### src/rtl/membus_ctl.sv
module membus_ctl #(
  parameter int AW = 12
) (
  input  logic          clk,
  input  logic          rst_n,
  input  logic [1:0]    cyc_code,
  input  logic [1:0]    acc_size,
  input  logic          wr,
  input  logic          lock_in,
  input  logic          big_end,
  input  logic [AW-1:0] addr,
  input  logic [31:0]   wdata,
  input  logic [31:0]   ram_rdata,
  output logic          ready,
  output logic          abort,
  output logic          ram_en,
  output logic [3:0]    ram_we,
  output logic [AW-3:0] ram_addr,
  output logic [31:0]   ram_wdata,
  output logic [31:0]   rdata,
  output logic          bus_locked
);
  localparam logic [1:0] SZ_BYTE = 2'b00;
  localparam logic [1:0] SZ_HALF = 2'b01;

  logic mem, seq, is_byte, is_half, is_word, misal;
  logic waited, rd_pend, lk_q;
  logic [1:0] lane, lane_q, sz_q;
  logic [3:0] lane_mask;
  logic [31:0] fmt, rdata_q;

  assign mem     = !cyc_code[1];
  assign seq     = cyc_code[0];
  assign is_byte = acc_size == SZ_BYTE;
  assign is_half = acc_size == SZ_HALF;
  assign is_word = acc_size[1];
  assign misal   = mem && ((is_half && addr[0]) || (is_word && addr[1:0] != 2'b00));

  assign ready  = !(mem && !seq && !waited);
  assign abort  = misal;
  assign ram_en = mem && ready && !misal;
  assign ram_addr = addr[AW-1:2];

  assign lane = addr[1:0] ^ (big_end ? (is_byte ? 2'd3 : (is_half ? 2'd2 : 2'd0)) : 2'd0);
  assign lane_mask = is_byte ? (4'b0001 << lane) : (is_half ? (4'b0011 << lane) : 4'b1111);
  assign ram_we = (ram_en && wr) ? lane_mask : 4'b0000;
  assign ram_wdata = is_byte ? {4{wdata[7:0]}} : (is_half ? {2{wdata[15:0]}} : wdata);

  always_comb begin
    case (sz_q)
      SZ_BYTE: fmt = {24'b0, ram_rdata[8*lane_q +: 8]};
      SZ_HALF: fmt = {16'b0, ram_rdata[16*lane_q[1] +: 16]};
      default: fmt = ram_rdata;
    endcase
  end

  assign rdata = rd_pend ? fmt : rdata_q;
  assign bus_locked = lk_q;

  always_ff @(posedge clk) begin
    if (!rst_n) begin
      waited  <= 1'b0;
      rd_pend <= 1'b0;
      lane_q  <= 2'b00;
      sz_q    <= 2'b10;
      rdata_q <= 32'b0;
      lk_q    <= 1'b0;
    end else begin
      waited  <= mem && !seq && !waited;
      rd_pend <= ram_en && !wr;
      if (ram_en) begin
        lane_q <= lane;
        sz_q   <= acc_size;
      end
      rdata_q <= rdata;
      lk_q    <= lock_in && (lk_q || (ram_en && !wr)) && !(lk_q && mem && ready && wr);
    end
  end

  AST_NS_ONE_WAIT: assert property (@(posedge clk) disable iff (!rst_n)
    (mem && !seq && !ready) |=> ready);
  AST_SEQ_NO_WAIT: assert property (@(posedge clk) disable iff (!rst_n)
    (mem && seq) |-> ready);
  AST_ABORT_NO_ACCESS: assert property (@(posedge clk) disable iff (!rst_n)
    abort |-> (ram_we == 4'b0000 && !ram_en));
  AST_WE_LANES: assert property (@(posedge clk) disable iff (!rst_n)
    (ram_en && wr) |-> ($countones(ram_we) == 1 || $countones(ram_we) == 2 || ram_we == 4'hF));
  AST_IDLE_HOLD: assert property (@(posedge clk) disable iff (!rst_n)
    !(ram_en && !wr) |=> $stable(rdata));
  AST_LOCK_HOLD: assert property (@(posedge clk) disable iff (!rst_n)
    (bus_locked && lock_in && !(mem && ready && wr)) |=> bus_locked);
endmodule

### config.mk
export PLATFORM = sky130hd
export DESIGN_NAME = membus_ctl
export DESIGN_NICKNAME = d
export VERILOG_FILES = /design/src/rtl/membus_ctl.sv
export SDC_FILE = /design/constraint.sdc
export NUM_CORES = 1
export LEC_CHECK = 0
export BUFFER_PORTS_ARGS = -buffer_cell sky130_fd_sc_hd__buf_2
export CAP_MARGIN = 40
export CORE_ASPECT_RATIO = 0.9
export CORE_UTILIZATION = 25
export CTS_CLUSTER_DIAMETER = 40
export CTS_CLUSTER_SIZE = 28
export DETAILED_ROUTE_END_ITERATION = 10
export HOLD_SLACK_MARGIN = 0.05
export PLACE_DENSITY_LB_ADDON = 0.25
export SYNTH_ARGS = -nofsm -noshare
export SYNTH_HDL_FRONTEND = slang
export SYNTH_SLANG_ARGS = --single-unit
### constraint.sdc
create_clock -name clk -period 2.3 [get_ports clk]
set_clock_uncertainty 0.1 [all_clocks]
set_input_delay 0.345 -clock clk [delete_from_list [all_inputs] [get_ports clk]]
set_output_delay 0.345 -clock clk [all_outputs]
set_load 0.05 [all_outputs]
==> results by group <==
Clock tree
  – CTS hold repair buffers: 0
  – CTS Buf Count: 5
  – Clock Tree Root: clkbuf_16
  – Clock slew at reported path FFs: 0.05 ns
  – Worst-Skew Late Latency: 0.27 ns
  – CTS HTree Levels: 2
  – Clock sink count: 39
  – CTS tree: yes
  – Clock Path Buffers: 2

Setup path
  – Largest stage delay, worst path: 0.40 ns
  – Worst R2R Setup Slack: 0.64 ns
  – WP buf/inv: 2
  – Setup CP Type: reg2out
  – Crit path launch type: flip-flop
  – Crit path DAT: 1.80 ns
  – Critical Path RT: 1.86 ns
  – Worst path top cell family by delay: buffers and inverters
  – CP Capture Type: primary output
  – Worst path cell trace: buf_8, mux2_2, a221o_1, buf_2
  – Crit Path Max Fanout: 13
  – Worst path slowest cell: mux2_2

Logic synthesis
  – Count leader, synth: nand2_1
  – Top FF cell, synth: dfxtp_1
  – Synth Area in Compound Gates: 19.3%
  – Yosys cell types: 39
  – Post-synth top cells: 42 x nand2_1, 39 x dfxtp_1, 31 x mux2_2
  – #FFs+latches synth: 39
  – Adder-cell share of the synthesized area: 1.91%
  – Post-synth ARST share: 0%
  – Synth area leader: dfxtp_1
  – Largest family of logic cells by synthesized area: simple AND/OR/NAND/NOR gates
  – Sequential area share after synthesis: 29.8%
  – Top-area cell type share of the netlist area: 29.8%
  – Avg Cell Area, Syn: 8.37 um2
  – Mux cell area share after synthesis: 17.3%
  – Post-synthesis xor/xnor area fraction: 1.00%
  – Number of synthesis warnings: 0
  – Syn Nets: 402
  – Synthesized area: 0.00262 mm2
  – Synth Area in Simple Gates: 20.2%
  – Area contributors post-synth: dfxtp_1 30%, mux2_2 13%, nand2_1 6.0%
  – EDFF count, synth: 0
  – Cells after Synth: 313

Floorplanning
  – # IOs: 167
  – Die H: 99.1 um
  – Initial Utilization: 25.7%
  – Row count: 35
  – Die X: 110 um
  – Die Area: 0.0109 mm2
  – CORE AREA: 0.0102 mm2

Pwr
  – PD cells: 554 mW/mm2
  – Leak: 0.00173 uW
  – Overall Power: 1980 uW
  – VDD IR max: 0.263 mV

Cells and area
  – Final core area utilization: 34.9%
  – Antenna cells: 0
  – Final non-filler cell total: 571
  – Register area: 781 um2
  – Synth-to-Final Area Change: 36.1%
  – # fillers: 1099
  – Layout Nets: 532
  – Final Cell Area: 0.00357 mm2
  – Fraction of layout cells with a size suffix above 1: 47.3%
  – Area occupied by multi-input gates: 0.00160 mm2

Place
  – DP Worst Slack: 0.0561 ns
  – Port-buffer cells: 146
  – Dpl hpwl: 6.55 mm
  – RePlAce Congestion: 0.777
  – Cell Area, Placed: 0.00340 mm2
  – Placed insts: 565

Drt
  – Via count: 2744
  – DR WL/cell: 14.4 um
  – Iter 0 DRT Violations: 171
  – Antenna viol nets, final: 0
  – Initial DRT Pass Iterations: 4
  – # DRC: 0
  – Via-to-Cell Ratio: 4.81
  – Total wire length: 8.21 mm

STA
  – Endpoints failing hold: 0
  – Max Freq: 446 MHz
  – Tmin final: 2.24 ns
  – Worst setup margin: 0.0593 ns
  – Slew @ Worst Pin: 0.421 ns
  – Pins Over Slew Limit: 0
  – Slew HR: 71.9%
  – Setup violators final: 0
  – Fin crit share: 97.4%

GRT
  – Initial antenna violation count: 0
  – First-pass GRT wire length: 12.9 mm
  – Vias in the first global route: 2579
  – Gr usage total: 15.3%
  – GRT Residual Overflow: 0
  – Largest net degree at the start of global routing: 31

Status
  – Outcome: finished clean

Job
  – Max Cap Violations: 0

Worst hold path
  – Hold Path Class: in2reg
sequential cells by signal (all words and copies together) (netlist names):
name        cells
rd_pend         1
waited          1
sz_q            2
lane_q          2
bus_locked      1
rdata_q        32
layer usage:
metal | vias up | wire length, um | GRT usage [%]
met5 | - | 0 | 0
met4 | 0 | 70 | 3.08
met3 | 7 | 680 | 3.21
met2 | 129 | 3860 | 26.7
met1 | 1252 | 3600 | 19.2
li1 | 1356 | - | -
what timing repair did:
| item | CTS | global route |
|---|---|---|
| buffers inserted | 0 | 0 |
| gates resized for setup | 0 | 14 |
| setup endpoints to repair | 0 | 15 |
worst reg2reg max path: stages (launching register included):
cell	delay, ns
dfxtp_1	0.36
buf_8	0.18
mux2_2	0.41
a221o_1	0.35
and2_1	0.16
placed cells by master (no fill, tap or decap), types with 2 or more instances in the layout:
cell | netlist | final
a31oi_1 | 12 | 11
buf_2 | 7 | 142
nor2b_1 | 9 | 9
a221o_1 | 8 | 8
clkbuf_16 | 0 | 5
nand2_1 | 42 | 42
nor2_1 | 11 | 11
xnor2_1 | 3 | 3
clkinv_1 | 2 | 2
o21ai_1 | 1 | 6
buf_4 | 18 | 19
a22oi_1 | 8 | 5
a22oi_2 | 0 | 3
a21oi_1 | 18 | 16
ha_1 | 4 | 4
a311oi_1 | 8 | 8
nor3b_2 | 1 | 2
mux2i_1 | 9 | 9
and2_1 | 11 | 11
a211oi_1 | 2 | 2
o21ai_0 | 11 | 6
nand3_1 | 10 | 10
mux2_2 | 31 | 31
inv_1 | 5 | 5
dfxtp_1 | 39 | 39
nand2b_1 | 16 | 16
a21oi_2 | 0 | 2
metrics by stage:
stage | TNS, ns | hold WS (ns)
2_1_floorplan | -0.0813 | 0.321
3_3_place_gp | 0 | 0.364
3_5_place_dp | 0 | 0.369
4_1_cts | 0 | 0.185
5_1_grt | -0.00669 | 0.198
6_report | 0 | 0.184
power breakdown:
part	leakage (uW)	switching, uW	internal (uW)	total (uW)
logic	0.00135	427	210	637
clock network	0.0000628	251	390	641
registers	0.000316	6.84	691	698
total	0.00173	685	1290	1980
final timing paths:
check,cells after the start,to,startpoint
worst max register to register,4,rdata_q[14],lane_q[1]
worst max-delay path,4,rdata[14],lane_q[1]
worst min-delay path,2,rd_pend,wr
worst min register to register,2,rdata_q[27],rdata_q[27]
cell type report:
type / count / share of cell area, %
Tap cell: 129 / 4.53
Multi-Input combinational cell: 228 / 44.9
Timing Repair Buffer: 162 / 24.4
Inverter: 7 / 0.737
Clock buffer: 6 / 3.61
Sequential cell: 39 / 21.9
cell families after synthesis:
family | after synthesis
DFF | 39
adders and majority gates | 4
AOI/OAI and AO/OA | 74
muxes | 41
xor gates and xnor gates | 3
buffers and inverters | 46
and+or+nand+nor | 106
No activity file was read; power rests on OpenSTA's default activity.
